File: src/rtl/ccs_pkg.sv
package ccs_pkg;

  typedef enum logic [3:0] {
    ST_IDLE  = 4'd0,
    ST_PUMP  = 4'd1,
    ST_VCC   = 4'd2,
    ST_IO    = 4'd3,
    ST_CLK   = 4'd4,
    ST_ON    = 4'd5,
    ST_DCLK  = 4'd6,
    ST_DIO   = 4'd7,
    ST_DVCC  = 4'd8,
    ST_DPUMP = 4'd9
  } seq_state_t;

  typedef enum logic [2:0] {
    PM_FOLLOW = 3'd0,
    PM_DOUBLE = 3'd1,
    PM_TRIPLE = 3'd2,
    PM_REG55  = 3'd3,
    PM_REG40  = 3'd4
  } pump_mode_t;

  localparam logic [1:0] VC_5V0 = 2'd0;
  localparam logic [1:0] VC_3V0 = 2'd1;

  localparam logic [1:0] SR_LOW = 2'd0;
  localparam logic [1:0] SR_MID = 2'd1;

  localparam int CAUSE_W = 4;

endpackage

File: src/rtl/ccs_mode_sel.sv
module ccs_mode_sel
  import ccs_pkg::*;
(
  input  logic       clk,
  input  logic       rst,
  input  logic       freeze,
  input  logic       pump_inductive,
  input  logic [1:0] card_volt,
  input  logic [1:0] supply_range,
  output logic [2:0] pump_mode
);

  pump_mode_t sel_mode;
  pump_mode_t mode_q;

  // Capacitive pump: the boost ratio depends on both the card voltage and the supply range.
  // Inductive pump: the regulation target depends only on the card voltage.
  always_comb begin
    sel_mode = PM_FOLLOW;
    if (pump_inductive) begin
      if (card_volt == VC_5V0)      sel_mode = PM_REG55;
      else if (card_volt == VC_3V0) sel_mode = PM_REG40;
    end else begin
      if (card_volt == VC_5V0 && supply_range == SR_LOW)      sel_mode = PM_TRIPLE;
      else if (card_volt == VC_5V0 && supply_range == SR_MID) sel_mode = PM_DOUBLE;
      else if (card_volt == VC_3V0 && supply_range == SR_LOW) sel_mode = PM_DOUBLE;
    end
  end

  always_ff @(posedge clk) begin
    if (rst)          mode_q <= PM_FOLLOW;
    else if (!freeze) mode_q <= sel_mode;
  end

  assign pump_mode = mode_q;

  // no mode change while a session runs
  assert_mode_frozen_R11: assert property (@(posedge clk) disable iff (rst)
    freeze |=> $stable(pump_mode));

endmodule

File: src/rtl/ccs_cause_latch.sv
module ccs_cause_latch #(
  parameter int N = 4
) (
  input  logic         clk,
  input  logic         rst,
  input  logic         capture,
  input  logic [N-1:0] src,
  input  logic         clr,
  output logic [N-1:0] cause
);

  logic [N-1:0] q;
  logic [N-1:0] set_v;

  assign set_v = capture ? src : '0;

  always_ff @(posedge clk) begin
    if (rst) q <= '0;
    else     q <= (clr ? '0 : q) | set_v;
  end

  assign cause = q;

  // a clear with nothing captured empties the latch
  assert_clear_empties_R6: assert property (@(posedge clk) disable iff (rst)
    (clr && set_v == '0) |=> (cause == '0));

  // a captured source is visible on the next cycle
  assert_capture_sticks_R6: assert property (@(posedge clk) disable iff (rst)
    (set_v != '0) |=> ((cause & $past(set_v)) == $past(set_v)));

endmodule

File: src/rtl/ccs_seq_fsm.sv
module ccs_seq_fsm
  import ccs_pkg::*;
#(
  parameter int SETTLE_CYC  = 64,
  parameter int STEP_CYC    = 4,
  parameter int RST_DLY_CYC = 400
) (
  input  logic clk,
  input  logic rst,
  input  logic start_req,
  input  logic stop_req,
  input  logic card_present,
  input  logic supv_alarm,
  input  logic emerg,
  output logic pump_en,
  output logic vcc_en,
  output logic io_en,
  output logic clk_en,
  output logic card_rst,
  output logic active,
  output logic in_session,
  output logic idle
);

  localparam int MAX_A   = (SETTLE_CYC > RST_DLY_CYC) ? SETTLE_CYC : RST_DLY_CYC;
  localparam int MAX_CYC = (MAX_A > STEP_CYC) ? MAX_A : STEP_CYC;
  localparam int CNT_W   = $clog2(MAX_CYC + 1);
  localparam logic [CNT_W-1:0] SETTLE_LD = CNT_W'(SETTLE_CYC - 1);
  localparam logic [CNT_W-1:0] STEP_LD   = CNT_W'(STEP_CYC - 1);
  localparam logic [CNT_W-1:0] RSTD_LD   = CNT_W'(RST_DLY_CYC - 1);

  seq_state_t       st;
  logic [CNT_W-1:0] cnt;
  logic             pump_q, vcc_q, io_q, clk_q, rst_q, act_q;
  logic             abort;
  logic             cnt_done;
  logic             go_ok;

  assign in_session = (st == ST_PUMP) || (st == ST_VCC) || (st == ST_IO) ||
                      (st == ST_CLK)  || (st == ST_ON);
  assign idle     = (st == ST_IDLE);
  assign abort    = emerg || stop_req;
  assign cnt_done = (cnt == '0);
  assign go_ok    = start_req && card_present && !supv_alarm;

  always_ff @(posedge clk) begin
    if (rst) begin
      st     <= ST_IDLE;
      cnt    <= '0;
      pump_q <= 1'b0;
      vcc_q  <= 1'b0;
      io_q   <= 1'b0;
      clk_q  <= 1'b0;
      rst_q  <= 1'b0;
      act_q  <= 1'b0;
    end else if (in_session && abort) begin
      // ordered shutdown begins with reset low, from whichever step is current
      rst_q <= 1'b0;
      cnt   <= STEP_LD;
      st    <= ST_DCLK;
    end else begin
      case (st)
        ST_IDLE: begin
          if (go_ok) begin
            pump_q <= 1'b1;
            act_q  <= 1'b1;
            cnt    <= SETTLE_LD;
            st     <= ST_PUMP;
          end
        end
        ST_PUMP: begin
          if (cnt_done) begin
            vcc_q <= 1'b1;
            cnt   <= STEP_LD;
            st    <= ST_VCC;
          end else cnt <= cnt - 1'b1;
        end
        ST_VCC: begin
          if (cnt_done) begin
            io_q <= 1'b1;
            cnt  <= STEP_LD;
            st   <= ST_IO;
          end else cnt <= cnt - 1'b1;
        end
        ST_IO: begin
          if (cnt_done) begin
            clk_q <= 1'b1;
            cnt   <= RSTD_LD;
            st    <= ST_CLK;
          end else cnt <= cnt - 1'b1;
        end
        ST_CLK: begin
          if (cnt_done) begin
            rst_q <= 1'b1;
            st    <= ST_ON;
          end else cnt <= cnt - 1'b1;
        end
        ST_ON: ;
        ST_DCLK: begin
          if (cnt_done) begin
            clk_q <= 1'b0;
            cnt   <= STEP_LD;
            st    <= ST_DIO;
          end else cnt <= cnt - 1'b1;
        end
        ST_DIO: begin
          if (cnt_done) begin
            io_q <= 1'b0;
            cnt  <= STEP_LD;
            st   <= ST_DVCC;
          end else cnt <= cnt - 1'b1;
        end
        ST_DVCC: begin
          if (cnt_done) begin
            vcc_q <= 1'b0;
            cnt   <= STEP_LD;
            st    <= ST_DPUMP;
          end else cnt <= cnt - 1'b1;
        end
        ST_DPUMP: begin
          if (cnt_done) begin
            pump_q <= 1'b0;
            act_q  <= 1'b0;
            st     <= ST_IDLE;
          end else cnt <= cnt - 1'b1;
        end
        default: st <= ST_IDLE;
      endcase
    end
  end

  assign pump_en  = pump_q;
  assign vcc_en   = vcc_q;
  assign io_en    = io_q;
  assign clk_en   = clk_q;
  assign card_rst = rst_q;
  assign active   = act_q;

  // contact ordering while powering up
  assert_vcc_needs_pump_R3: assert property (@(posedge clk) disable iff (rst)
    vcc_en |-> pump_en);
  assert_io_needs_vcc_R3: assert property (@(posedge clk) disable iff (rst)
    io_en |-> vcc_en);
  // contact ordering while powering down
  assert_clk_needs_io_R4: assert property (@(posedge clk) disable iff (rst)
    clk_en |-> io_en);
  assert_rst_needs_clk_R4: assert property (@(posedge clk) disable iff (rst)
    card_rst |-> clk_en);
  // refused start leaves the pump off
  assert_start_refused_R2: assert property (@(posedge clk) disable iff (rst)
    (idle && start_req && (!card_present || supv_alarm)) |=> !pump_en);
  // emergency drops reset on the next edge
  assert_emerg_drops_rst_R5: assert property (@(posedge clk) disable iff (rst)
    (in_session && emerg) |=> (!card_rst && st == ST_DCLK));
  // start during shutdown does not restart
  assert_no_restart_R7: assert property (@(posedge clk) disable iff (rst)
    (!idle && !in_session && start_req) |=> !in_session);
  // nothing powered without a session
  assert_quiet_when_off_R8: assert property (@(posedge clk) disable iff (rst)
    !active |-> !(pump_en || vcc_en || io_en || clk_en || card_rst));

endmodule

File: src/rtl/card_contact_seq.sv
module card_contact_seq
  import ccs_pkg::*;
#(
  parameter int SETTLE_CYC  = 64,
  parameter int STEP_CYC    = 4,
  parameter int RST_DLY_CYC = 400
) (
  input  logic       clk,
  input  logic       rst,
  input  logic       cmd_wr,
  input  logic       cmd_start,
  input  logic       cmd_stop,
  input  logic       cmd_clr,
  input  logic       card_present,
  input  logic       supv_alarm,
  input  logic       ovc_flag,
  input  logic       hw_fault,
  input  logic       pump_inductive,
  input  logic [1:0] card_volt,
  input  logic [1:0] supply_range,
  output logic       pump_en,
  output logic [2:0] pump_mode,
  output logic       vcc_en,
  output logic       io_en,
  output logic       clk_en,
  output logic       card_rst,
  output logic       session_active,
  output logic [3:0] cause
);

  logic               emerg;
  logic               in_session;
  logic               idle;
  logic [CAUSE_W-1:0] src;

  assign src   = {hw_fault, ovc_flag, supv_alarm, ~card_present};
  assign emerg = |src;

  ccs_seq_fsm #(
    .SETTLE_CYC (SETTLE_CYC),
    .STEP_CYC   (STEP_CYC),
    .RST_DLY_CYC(RST_DLY_CYC)
  ) u_fsm (
    .clk         (clk),
    .rst         (rst),
    .start_req   (cmd_wr && cmd_start),
    .stop_req    (cmd_wr && cmd_stop),
    .card_present(card_present),
    .supv_alarm  (supv_alarm),
    .emerg       (emerg),
    .pump_en     (pump_en),
    .vcc_en      (vcc_en),
    .io_en       (io_en),
    .clk_en      (clk_en),
    .card_rst    (card_rst),
    .active      (session_active),
    .in_session  (in_session),
    .idle        (idle)
  );

  ccs_mode_sel u_mode (
    .clk           (clk),
    .rst           (rst),
    .freeze        (!idle),
    .pump_inductive(pump_inductive),
    .card_volt     (card_volt),
    .supply_range  (supply_range),
    .pump_mode     (pump_mode)
  );

  ccs_cause_latch #(.N(CAUSE_W)) u_cause (
    .clk    (clk),
    .rst    (rst),
    .capture(in_session),
    .src    (src),
    .clr    (cmd_wr && cmd_clr),
    .cause  (cause)
  );

  // clean state straight after reset
  assert_reset_clean_R1: assert property (@(posedge clk)
    $past(rst) |-> (!pump_en && !vcc_en && !io_en && !clk_en && !card_rst &&
                    !session_active && cause == '0 && pump_mode == '0));

endmodule

File: config.mk
export PLATFORM = sky130hd
export DESIGN_NAME = card_contact_seq
export DESIGN_NICKNAME = d
export VERILOG_FILES = /design/src/rtl/ccs_pkg.sv /design/src/rtl/ccs_mode_sel.sv /design/src/rtl/ccs_cause_latch.sv /design/src/rtl/ccs_seq_fsm.sv /design/src/rtl/card_contact_seq.sv
export SDC_FILE = /design/constraint.sdc
export NUM_CORES = 1
export LEC_CHECK = 0
export ABC_AREA = 1
export BUFFER_PORTS_ARGS = -buffer_cell sky130_fd_sc_hd__buf_2
export CAP_MARGIN = 25
export CORE_ASPECT_RATIO = 0.8
export CORE_MARGIN = 2
export CORE_UTILIZATION = 25
export CTS_CLUSTER_DIAMETER = 150
export DETAILED_ROUTE_END_ITERATION = 10
export SLEW_MARGIN = 20
export SYNTH_ARGS = -nofsm -noshare
export SYNTH_HDL_FRONTEND = slang
export SYNTH_HIERARCHICAL = 1
export SYNTH_SLANG_ARGS = --single-unit
File: constraint.sdc
create_clock -name clk -period 2 [get_ports clk]
set_input_delay 0.3 -clock clk [delete_from_list [all_inputs] [get_ports clk]]
set_output_delay 0.3 -clock clk [all_outputs]
set_load 0.005 [all_outputs]
==> parameters.txt, run 1 <==
Parameter                              Value

Power and ir drop
  Post-layout total power ... 2880 uW
  Worst-case vdd ir drop ... 0.596 mV
  Power density over cell area ... 1520 nW/um^2
  LEAKAGE ... 0.00101 uW

Setup path
  Kind of cell adding the most delay to the critical path ... simple AND/OR/NAND/NOR gates
  Crit path capture type ... flip-flop
  Total number of cells along the worst setup path ... 13
  Worst path bufs/invs ... 2
  Element type at the critical path start ... flip-flop
  Critical-path cell list ... inv_1 > ha_1 > nand2_1 > nor2_1 > nand2_2 > nand2_1 > nand2_1 > nor2_2 > nand2_2 > nand2_1 > nand3_1 > nand2_1 > inv_1
  WP data required ... 2.18 ns
  Largest fanout on the critical path ... 6
  Worst-case register-to-register setup slack ... 0.30 ns
  Number of cells on the worst reg-to-reg path ... 13
  Reg2reg start ... u_fsm/cnt[0]$_SDFFE_PP0P_
  Dominant cell type by count on the critical path ... sky130_fd_sc_hd__nand2_1
  Arrival time reported for the critical path endpoint ... 1.88 ns
  Slowest cell on crit path ... sky130_fd_sc_hd__dfxtp_1
  Endpoint of the most critical register-to-register path ... u_fsm/st[2]$_SDFFE_PP0P_
  Worst Path Class, Setup ... flip-flop to flip-flop
  Largest stage delay on the critical path ... 0.32 ns

Place
  Setup slack after placement ... 0.299 ns
  Routability-driven placement congestion ratio ... 0.888
  Count of input and output buffers ... 27
  Dpl hpwl ... 3080 um

Timing
  Worst slew slack as a fraction of its limit ... 0.772
  Post-route worst setup slack ... 0.302 ns
  Setup TNS ... 0 ns
  Worst Max-Slew Pin Slew ... 0.342 ns
  Count of final setup violators ... 0
  Hold Fails Final Rpt ... 0
  Clock Skews ... 0.00384 ns
  Max frequency ... 0.589 GHz
  Post-route minimum period ... 1.70 ns
  Final Slew Violations ... 0
  Final period utilization ... 0.849
  Setup repair after global routing missed its margin ... no
  Worst-case hold slack ... 0.291 ns

Layout
  Area growth, synth to finish ... 16.5%
  Sequential Area ... 500 um^2
  Ratio of cells with drive above 1 in the final layout ... 0.212
  Antenna diode instance count ... 0
  Total area of multi-input combinational cells ... 958 um^2
  Most frequent cells in the layout ... 61 x sky130_fd_sc_hd__nand2_1, 35 x sky130_fd_sc_hd__nor2_1, 35 x sky130_fd_sc_hd__inv_1
  Total Nets Final ... 301
  Most common cell after layout, fill and taps aside ... sky130_fd_sc_hd__nand2_1
  # fillers ... 692

Logic synthesis
  Synthesis-stage register bit count ... 25
  Post-synthesis compound-gate area fraction ... 0.141
  Post-synth cell types ... 28
  Arithmetic-cell share of the synthesized area counting full adders, half adders and majority gates ... 0.0154
  Synth top area cells ... sky130_fd_sc_hd__dfxtp_1 31%, sky130_fd_sc_hd__nand2_1 14%, sky130_fd_sc_hd__inv_1 8.1%
  Main combinational cell family by area after synthesis ... simple AND/OR/NAND/NOR gates
  Portion of netlist area occupied by mux cells ... 0
  Sequential element share of the synthesized area ... 0.308
  Number of standard cells after synthesis ... 255
  Post-synthesis share of cell area spent on and, or, nand and nor gates ... 0.406
  Mapped Area ... 1630 um^2
  Post-synth EDFFs ... 0
  Post-synthesis average cell area ... 6.38 um^2
  Cell type with the largest total area after synthesis ... sky130_fd_sc_hd__dfxtp_1
  Yosys top cell area share ... 0.308
  Share of the synthesized netlist area taken by xor and xnor gates ... 0.0269
  Warning count from the yosys run ... 6
  Most used flip-flop cell after synthesis ... sky130_fd_sc_hd__dfxtp_1
  Syn Nets ... 272
  Post-synthesis async set-or-reset flop share ... 0

Detailed routing
  Detailed router's first-iteration violation count ... 109
  Length of the first detailed-routing pass in iterations ... 4
  Final routed wire length divided by cell count ... 10.4 um
  DRC errors left ... 0
  Count of antenna-violating nets left after detailed routing ... 0
  Per-cell via count in the routed design ... 4.32
  Via Count ... 1585
  Drt total wl ... 3830 um

Clock network
  Number of buffers inserted for hold repair after clock tree synthesis ... 0
  Clock slew at reported path FFs ... 0.09 ns
  CTS H-tree depth ... 1
  Post-cts gate resize count ... 0
  Number of buffers added for setup after CTS ... 0
  Number of CTS-inserted buffers ... 3
  CTS tree ... built
  Maximum number of buffers from clock root to sink ... 2
  Clk root buf ... sky130_fd_sc_hd__clkbuf_8
  CTS sink count ... 25
  Insertion delay to the later sink of the worst-skew pair ... 0.27 ns

Floorplan
  Starting density of the core ... 0.256
  Die Outline Area ... 7170 um^2
  Boundary pin count ... 28
  Area of the core region ... 6340 um^2
  Die outline height ... 76.1 um
  Cell Rows ... 26
  Die Span X ... 94.2 um

Global routing
  Vias in the first global route ... 1466
  Number of antenna violations at the first check in global routing ... 0
  Total overflow reported by the global router ... 0
  Maximum number of pins on one net before global-route repair ... 15
  GRT Total Usage ... 0.111
  Global-route wire length before repair ... 6600 um

Worst hold path
  Min-Delay Path Depth ... 2
  Launch instance of the worst min-delay path ... rst
  Hold endpoint ... u_cause/cause[0]$_SDFF_PP0_
  Path class of the lowest-slack min-delay path ... input pin to flip-flop

Run status
  Result of the run ... finished, final reports clean

Flow run
  Max-Cap Viols ... 0
-- power by group --
part / switching (uW) / total, uW / internal, uW
Combinational: 1190 / 1820 / 625
Clock: 163 / 303 / 139
Sequential: 119 / 762 / 643
-- synthesized netlist by cell type (3+ instances only) --
library cell,instances
sky130_fd_sc_hd__nand2_1,61
sky130_fd_sc_hd__xor2_1,4
sky130_fd_sc_hd__dfxtp_1,25
sky130_fd_sc_hd__nor2_1,35
sky130_fd_sc_hd__o21ai_0,9
sky130_fd_sc_hd__nor2_2,7
sky130_fd_sc_hd__nand4_1,3
sky130_fd_sc_hd__inv_2,5
sky130_fd_sc_hd__o21ai_1,4
sky130_fd_sc_hd__nand3_1,21
sky130_fd_sc_hd__nand2_2,6
sky130_fd_sc_hd__a21oi_1,16
sky130_fd_sc_hd__inv_1,35
-- metal layers --
layer,vias to the layer above,global-route usage,part of all wire
li1,861,-,-
met1,682,0.166,0.51
met2,40,0.167,0.42
met3,2,0.0198,0.054
met4,0,0.0232,0.0070
met5,-,0,0
-- state kept, by name, summed over array words and instances (netlist names) --
register,count
u_cause/cause,4
u_fsm/active,1
u_fsm/card_rst,1
u_fsm/clk_en,1
u_fsm/cnt,9
u_fsm/io_en,1
u_fsm/st,4
u_fsm/vcc_en,1
u_mode/pump_mode,3
-- area by class of cell --
cell class	instances	area share
sequential	25	0.264
clock buffer	3	0.0218
clock inverter	1	0.00264
tap	84	0.0554
multi-input combinational	187	0.506
timing repair buffer	27	0.0713
inverter	40	0.0792
-- through the flow --
stage               instance area, um^2  std cells  utilization
floorplan                          1630        255            -
detailed placement                 1850        363        0.292
global placement                   1850        363        0.292
finish                             1900        367        0.299
CTS                                1900        367        0.299
global route                       1900        367        0.299
-- worst max path at each step --
stage,startpoint,end,slack (ns)
2_1_floorplan,u_fsm/cnt[0]$_SDFFE_PP0P_,u_fsm/st[1]$_SDFFE_PP0P_,0.53
3_3_place_gp,u_fsm/cnt[0]$_SDFFE_PP0P_,u_fsm/st[1]$_SDFFE_PP0P_,0.31
3_5_place_dp,u_fsm/st[2]$_SDFFE_PP0P_,u_fsm/st[3]$_SDFFE_PP0P_,0.30
4_1_cts,u_fsm/cnt[0]$_SDFFE_PP0P_,u_fsm/st[3]$_SDFFE_PP0P_,0.30
5_1_grt,u_fsm/st[2]$_SDFFE_PP0P_,u_fsm/cnt[3]$_SDFFE_PP0P_,0.11
6_report,u_fsm/cnt[0]$_SDFFE_PP0P_,u_fsm/st[2]$_SDFFE_PP0P_,0.30
-- cell families (layout without fill, tap and decap cells) --
logic type | count (synthesis) | after routing
simple gates | 142 | 142
buf+inv | 43 | 71
compound gates | 38 | 38
flops | 25 | 25
xor+xnor | 5 | 5
fa+ha+maj | 2 | 2
Power figures use the tool's default switching activity.
==> run 2: changes to the inputs <==
==> constraint.sdc (replaced) <==
create_clock -name clk -period 1.45 [get_ports clk]
set_input_delay 0.2175 -clock clk [delete_from_list [all_inputs] [get_ports clk]]
set_output_delay 0.2175 -clock clk [all_outputs]
set_load 0.005 [all_outputs]
==> run 2 against run 1 <==
Compared with the run above:
- the flow now finishes with violations (setup timing)
- final cell count rose by 11%
- final area rose by 31%
- die area did not move
- fmax rose by 8.0%
- sequential share of layout area fell by 5.5 points
- first-iteration DRC count fell by 4.6%
- count of clock-buffer cells in the layout did not move
==> parameters.txt, run 2 (synthesized netlist as in run 1, its figures left out) <==
Parameter                              Value

Run status
  Result of the run ... complete, but fails checks (was finished, final reports clean)
  Violated checks ... setup timing

Layout
  Flip-flop count of the largest register, all copies and words added ... 9 (unchanged)
  Most flops, register ... u_fsm/cnt (unchanged)
  Area of all placed cells without fillers ... 2480 um^2 (was 1900 um^2)
  Area growth, synth to finish ... 52.2% (was 16.5%)
  Most common cell after layout, fill and taps aside ... sky130_fd_sc_hd__nand2_1 (unchanged)
  Final Util ... 0.390 (was 0.299)
  # fillers ... 645 (was 692)
  Ratio of cells with drive above 1 in the final layout ... 0.460 (was 0.212)
  Total Nets Final ... 342 (was 301)
  Antenna diode instance count ... 0 (unchanged)
  Most frequent cells in the layout ... 42 x sky130_fd_sc_hd__nand2_1, 41 x sky130_fd_sc_hd__buf_4, 28 x sky130_fd_sc_hd__inv_1 (was 61 x sky130_fd_sc_hd__nand2_1, 35 x sky130_fd_sc_hd__nor2_1, 35 x sky130_fd_sc_hd__inv_1)

Floorplan
  Cell Rows ... 26 (unchanged)
  Die Outline Area ... 7170 um^2 (unchanged)
  Die Span X ... 94.2 um (unchanged)
  Area of the core region ... 6340 um^2 (unchanged)
  Die outline height ... 76.1 um (unchanged)
  Starting density of the core ... 0.256 (unchanged)
  Boundary pin count ... 28 (unchanged)

Clock network
  Number of buffers inserted for hold repair after clock tree synthesis ... 0 (unchanged)
  CTS H-tree depth ... 1 (unchanged)
  CTS tree ... built (unchanged)
  Number of CTS-inserted buffers ... 3 (unchanged)
  Clock slew at reported path FFs ... 0.10 ns (was 0.09 ns)
  CTS sink count ... 25 (unchanged)
  Maximum number of buffers from clock root to sink ... 2 (unchanged)
  Insertion delay to the later sink of the worst-skew pair ... 0.29 ns (was 0.27 ns)
  Clk root buf ... sky130_fd_sc_hd__clkbuf_8 (unchanged)

Timing
  Post-route worst setup slack ... -0.123 ns (was 0.302 ns)
  Count of final setup violators ... 13 (was 0)
  Setup repair after global routing missed its margin ... yes (was no)
  Setup TNS ... -0.778 ns (was 0 ns)
  Clock Skews ... 0.00766 ns (was 0.00384 ns)
  Final period utilization ... 1.08 (was 0.849)
  Worst slew slack as a fraction of its limit ... 0.786 (was 0.772)
  Post-route minimum period ... 1.57 ns (was 1.70 ns)
  Worst Max-Slew Pin Slew ... 0.319 ns (was 0.342 ns)
  Hold Fails Final Rpt ... 0 (unchanged)
  Max frequency ... 0.636 GHz (was 0.589 GHz)
  Worst-case hold slack ... 0.181 ns (was 0.291 ns)
  Final Slew Violations ... 0 (unchanged)

Setup path
  Crit path capture type ... flip-flop (unchanged)
  Worst Path Class, Setup ... flip-flop to flip-flop (unchanged)
  Largest fanout on the critical path ... 6 (unchanged)
  Slowest cell on crit path ... sky130_fd_sc_hd__dfxtp_1 (unchanged)
  Critical-path cell list ... nor2_2 > nand2_2 > inv_1 > nand2_4 > nand2_2 > nand2_2 > nor2_4 > nand2_4 > nand2_2 > nand3_2 > nand2_1 > inv_1 (was inv_1 > ha_1 > nand2_1 > nor2_1 > nand2_2 > nand2_1 > nand2_1 > nor2_2 > nand2_2 > nand2_1 > nand3_1 > nand2_1 > inv_1)
  Dominant cell type by count on the critical path ... sky130_fd_sc_hd__nand2_2 (was sky130_fd_sc_hd__nand2_1)
  Element type at the critical path start ... flip-flop (unchanged)
  WP data required ... 1.65 ns (was 2.18 ns)
  Worst path bufs/invs ... 2 (unchanged)
  Arrival time reported for the critical path endpoint ... 1.77 ns (was 1.88 ns)
  Largest stage delay on the critical path ... 0.35 ns (was 0.32 ns)
  Kind of cell adding the most delay to the critical path ... simple AND/OR/NAND/NOR gates (unchanged)

Global routing
  Maximum number of pins on one net before global-route repair ... 17 (was 15)
  Total overflow reported by the global router ... 0 (unchanged)
  Number of antenna violations at the first check in global routing ... 0 (unchanged)
  Global-route wire length before repair ... 7160 um (was 6600 um)
  GRT Total Usage ... 0.123 (was 0.111)
  Vias in the first global route ... 1656 (was 1466)

Detailed routing
  Length of the first detailed-routing pass in iterations ... 4 (unchanged)
  Met2 routed WL ... 2180 um (was 1620 um)
  Count of antenna-violating nets left after detailed routing ... 0 (unchanged)
  DRC errors left ... 0 (unchanged)
  Sum of met3 wire segment lengths after detailed routing ... 161 um (was 207 um)
  Detailed router's first-iteration violation count ... 104 (was 109)
  Uppermost routed layer ... met4 (unchanged)
  Final routed wire length divided by cell count ... 11.6 um (was 10.4 um)
  Per-cell via count in the routed design ... 4.42 (was 4.32)
  Via Count ... 1802 (was 1585)
  Routed met1 length ... 2310 um (was 1970 um)
  Drt total wl ... 4740 um (was 3830 um)

Place
  Count of input and output buffers ... 27 (unchanged)
  Dpl hpwl ... 3300 um (was 3080 um)
  DP Area ... 2080 um^2 (was 1850 um^2)
  Routability-driven placement congestion ratio ... 0.903 (was 0.888)

Power and ir drop
  LEAKAGE ... 0.00126 uW (was 0.00101 uW)
  Power density over cell area ... 2230 nW/um^2 (was 1520 nW/um^2)
  Worst-case vdd ir drop ... 0.928 mV (was 0.596 mV)

Worst hold path
  Path class of the lowest-slack min-delay path ... input pin to flip-flop (unchanged)

Flow run
  Max-Cap Viols ... 0 (unchanged)
-- run 2: changes by cell type in the layout (fill, tap and decap cells not counted), moves of 5 or more --
cell and change:
sky130_fd_sc_hd__nand2_1 -19, sky130_fd_sc_hd__nor2_1 -8, sky130_fd_sc_hd__inv_2 +6, sky130_fd_sc_hd__buf_4 +41
sky130_fd_sc_hd__nand2_4 +5, sky130_fd_sc_hd__nand2_2 +12, sky130_fd_sc_hd__nor2_4 +8, sky130_fd_sc_hd__inv_1 -7
sky130_fd_sc_hd__dfxtp_1 -6
-- run 2: report_power, final --
group	leakage [uW]	total, uW	internal, uW	switching [uW]
clock network	0.0000261	477	203	274
logic	0.00103	3950	1670	2280
registers	0.000208	1100	913	191
-- run 2: path summary, 6_finish.rpt --
path / start / end / slack, ns / depth (start not counted)
worst min register to register: u_fsm/clk_en$_SDFFE_PP0P_ / u_fsm/clk_en$_SDFFE_PP0P_ / 0.46 / 2
worst max register to register: u_fsm/cnt[6]$_SDFFE_PP0P_ / u_fsm/st[2]$_SDFFE_PP0P_ / -0.12 / 12
worst max-delay path: u_fsm/cnt[6]$_SDFFE_PP0P_ / u_fsm/st[2]$_SDFFE_PP0P_ / -0.12 / 12
worst min-delay path: rst / u_cause/cause[0]$_SDFF_PP0_ / 0.18 / 2
-- run 2: per-layer routing --
layer,vias up,GRT usage
met5,-,0
met1,819,0.177
met4,0,0.0435
met2,34,0.181
li1,940,-
met3,9,0.0237
-- run 2: area by class of cell --
class,count,area [um^2],area share
multi-input cells,187,1210,0.488
flip-flops and latches,25,518,0.209
repair buffers,68,443,0.179
inverters,40,153,0.0616
well taps,84,105,0.0424
clock buffers,3,41.3,0.0167
clock inverters,1,8.76,0.00354
-- run 2: per-stage QoR --
step,cells,setup WS [ns],power [uW]
6_report,408,-0.123,5530
5_1_grt,408,-0.216,5960
4_1_cts,399,-0.0788,4620
3_5_place_dp,394,-0.122,3980
3_3_place_gp,394,-0.127,3980
2_1_floorplan,255,0.0158,3010
-- run 2: repair_timing --
item | in CTS | in global routing
pin swaps | 6 | 31
endpoints found under the setup margin | 14 | 20
setup buffers | 1 | 9
resized for setup | 17 | 63
hold endpoints to repair | 0 | 0
==> run 3: changes to the inputs <==
--- a/config.mk
+++ b/config.mk
@@ -18,3 +18,4 @@
 export SYNTH_HDL_FRONTEND = slang
 export SYNTH_HIERARCHICAL = 1
 export SYNTH_SLANG_ARGS = --single-unit
+export TNS_END_PERCENT = 30
==> constraint.sdc (replaced) <==
create_clock -name clk -period 1.45 [get_ports clk]
set_input_delay 0.2175 -clock clk [delete_from_list [all_inputs] [get_ports clk]]
set_output_delay 0.2175 -clock clk [all_outputs]
set_load 0.05 [all_outputs]
==> run 3 against run 2 <==
Compared with the run above:
- the run still ends with setup timing left
- worst hold slack better by 0.00079 ns
- global-route usage hardly changed
- via count fell by 2.8%
- sequential share of layout area up 0.99 points
- non-clock buffer count shrank 5
- clock skew rose by 0.0016 ns
- count of clock-buffer cells in the layout is the same
- sequential cell count stayed put
- first-iteration DRC count shrank 42%
- critical path depth is 1 higher
- largest cell class unchanged
- largest power group unchanged
==> parameters.txt, run 3 (synthesized netlist as in run 1, its figures left out) <==
Parameter                              Value

Setup path
  Element type at the critical path start ... flip-flop (unchanged)
  Launching element of the worst setup path ... u_fsm/cnt[0]$_SDFFE_PP0P_ (was u_fsm/cnt[6]$_SDFFE_PP0P_)
  Reg2reg start ... u_fsm/cnt[0]$_SDFFE_PP0P_ (was u_fsm/cnt[6]$_SDFFE_PP0P_)
  Crit path capture type ... flip-flop (unchanged)
  Worst Path Class, Setup ... flip-flop to flip-flop (unchanged)
  WP data required ... 1.64 ns (was 1.65 ns)
  Largest fanout on the critical path ... 6 (unchanged)
  Arrival time reported for the critical path endpoint ... 1.75 ns (was 1.77 ns)

Detailed routing
  DRC errors left ... 0 (unchanged)
  Count of antenna-violating nets left after detailed routing ... 0 (unchanged)
  Final routed wire length divided by cell count ... 11.0 um (was 11.6 um)
  Per-cell via count in the routed design ... 4.34 (was 4.42)
  Length of the first detailed-routing pass in iterations ... 4 (unchanged)
  Drt total wl ... 4440 um (was 4740 um)
  Via Count ... 1751 (was 1802)
  Detailed router's first-iteration violation count ... 60 (was 104)

Place
  DP Area ... 2080 um^2 (unchanged)
  Dpl hpwl ... 3300 um (unchanged)
  Count of input and output buffers ... 27 (unchanged)
  Routability-driven placement congestion ratio ... 0.903 (unchanged)

Timing
  Post-route worst setup slack ... -0.109 ns (was -0.123 ns)
  Final period utilization ... 1.08 (about the same)
  Hold Fails Final Rpt ... 0 (unchanged)
  Count of final setup violators ... 11 (was 13)
  Worst Max-Slew Pin Slew ... 0.319 ns (about the same)
  Post-route minimum period ... 1.56 ns (was 1.57 ns)
  Setup repair after global routing missed its margin ... yes (unchanged)
  Max frequency ... 0.641 GHz (was 0.636 GHz)
  Final Slew Violations ... 0 (unchanged)
  Worst slew slack as a fraction of its limit ... 0.786 (about the same)
  Clock Skews ... 0.00922 ns (was 0.00766 ns)

Clock network
  Clk root buf ... sky130_fd_sc_hd__clkbuf_8 (unchanged)
  CTS tree ... built (unchanged)
  Clock slew at reported path FFs ... 0.10 ns (about the same)
  CTS sink count ... 25 (unchanged)
  CTS H-tree depth ... 1 (unchanged)
  Maximum number of buffers from clock root to sink ... 2 (unchanged)
  Insertion delay to the later sink of the worst-skew pair ... 0.29 ns (about the same)
  Number of CTS-inserted buffers ... 3 (unchanged)

Layout
  Antenna diode instance count ... 0 (unchanged)
  Ratio of cells with drive above 1 in the final layout ... 0.423 (was 0.460)
  Flip-flop count of the largest register, all copies and words added ... 9 (unchanged)
  Most flops, register ... u_fsm/cnt (unchanged)
  Area of all placed cells without fillers ... 2360 um^2 (was 2480 um^2)
  Most common cell after layout, fill and taps aside ... sky130_fd_sc_hd__nand2_1 (unchanged)
  Total Nets Final ... 337 (was 342)
  Most frequent cells in the layout ... 46 x sky130_fd_sc_hd__nand2_1, 36 x sky130_fd_sc_hd__buf_4, 31 x sky130_fd_sc_hd__inv_1 (was 42 x sky130_fd_sc_hd__nand2_1, 41 x sky130_fd_sc_hd__buf_4, 28 x sky130_fd_sc_hd__inv_1)
  Area growth, synth to finish ... 45.4% (was 52.2%)
  Final Util ... 0.373 (was 0.390)

Floorplan
  Die Outline Area ... 7170 um^2 (unchanged)
  Cell Rows ... 26 (unchanged)
  Die Span X ... 94.2 um (unchanged)
  Area of the core region ... 6340 um^2 (unchanged)
  Starting density of the core ... 0.256 (unchanged)
  Boundary pin count ... 28 (unchanged)
  Die outline height ... 76.1 um (unchanged)

Worst hold path
  Path class of the lowest-slack min-delay path ... input pin to flip-flop (unchanged)
  Launch instance of the worst min-delay path ... rst (unchanged)

Power and ir drop
  Worst-case vdd ir drop ... 1.05 mV (was 0.928 mV)
  Power density over cell area ... 2320 nW/um^2 (was 2230 nW/um^2)
  LEAKAGE ... 0.00121 uW (was 0.00126 uW)

Global routing
  Vias in the first global route ... 1646 (was 1656)
  GRT Total Usage ... 0.122 (was 0.123)
  Global-route wire length before repair ... 7140 um (was 7160 um)
  Total overflow reported by the global router ... 0 (unchanged)
  Maximum number of pins on one net before global-route repair ... 17 (unchanged)
  Number of antenna violations at the first check in global routing ... 0 (unchanged)

Run status
  Violated checks ... setup timing (unchanged)
  Result of the run ... complete, but fails checks (unchanged)

Flow run
  Max-Cap Viols ... 0 (unchanged)
## run 3: repair_timing
| action | 4_1_cts | 5_1_grt |
|---|---|---|
| resized for setup | 14 | 46 |
| setup endpoints to repair | 14 | 20 |
| setup buffers | 1 | 4 |
| pin swaps | 6 | 15 |
| hold buffers | 0 | 0 |
| hold endpoints to repair | 0 | 0 |
## run 3: worst paths after layout
path | endpoint | slack (ns) | cells past startpoint
worst max-delay path | u_fsm/st[2]$_SDFFE_PP0P_ | -0.11 | 13
worst min-delay path | u_cause/cause[0]$_SDFF_PP0_ | 0.18 | 2
worst max register to register | u_fsm/st[2]$_SDFFE_PP0P_ | -0.11 | 13
worst min register to register | u_fsm/clk_en$_SDFFE_PP0P_ | 0.46 | 2
## run 3: report_power, final
part,internal [uW],leakage (uW),switching [uW],total [uW]
registers,912,0.000208,186,1100
logic,1500,0.000980,2410,3910
clock network,203,0.0000261,269,472
## run 3: final cells by class
class	count	area (um^2)
Clock buffer	3	41.3
Clock inverter	1	8.76
Fill cell	665	3980
Inverter	40	153
Multi-Input combinational cell	187	1130
Sequential cell	25	518
Tap cell	84	105
Timing Repair Buffer	63	405
## run 3: stage by stage
| stage | setup WS [ns] | hold slack (ns) | TNS (ns) | total power, uW | instances |
|---|---|---|---|---|---|
| after floorplan | 0.0158 | 0.287 | 0 | 3340 | 255 |
| after global placement | -0.127 | 0.448 | -1.15 | 4310 | 394 |
| after detailed placement | -0.122 | 0.448 | -1.23 | 4310 | 394 |
| after CTS | -0.0822 | 0.175 | -0.544 | 4930 | 399 |
| after global routing | -0.220 | 0.184 | -1.83 | 5940 | 403 |
| final | -0.109 | 0.182 | -0.493 | 5480 | 403 |
## run 3: metal layers
| metal | global-route usage | vias up | share of wire |
|---|---|---|---|
| li1 | - | 931 | - |
| met1 | 0.178 | 783 | 0.51 |
| met2 | 0.179 | 30 | 0.44 |
| met3 | 0.0237 | 7 | 0.034 |
| met4 | 0.0435 | 0 | 0.015 |
| met5 | 0 | - | 0 |
## run 3: worst max-delay path, cell delays in order (launching register included)
cell                      delay, ns
sky130_fd_sc_hd__dfxtp_2       0.34
sky130_fd_sc_hd__inv_2         0.07
sky130_fd_sc_hd__ha_4          0.15
sky130_fd_sc_hd__nand2_4       0.05
sky130_fd_sc_hd__nor2_4        0.12
sky130_fd_sc_hd__nand2_4       0.09
sky130_fd_sc_hd__nand2_2       0.08
sky130_fd_sc_hd__nand2_2       0.06
sky130_fd_sc_hd__nor2_4        0.16
sky130_fd_sc_hd__nand2_4       0.09
sky130_fd_sc_hd__nand2_2       0.07
sky130_fd_sc_hd__nand3_2       0.06
sky130_fd_sc_hd__nand2_1       0.07
sky130_fd_sc_hd__inv_1         0.04
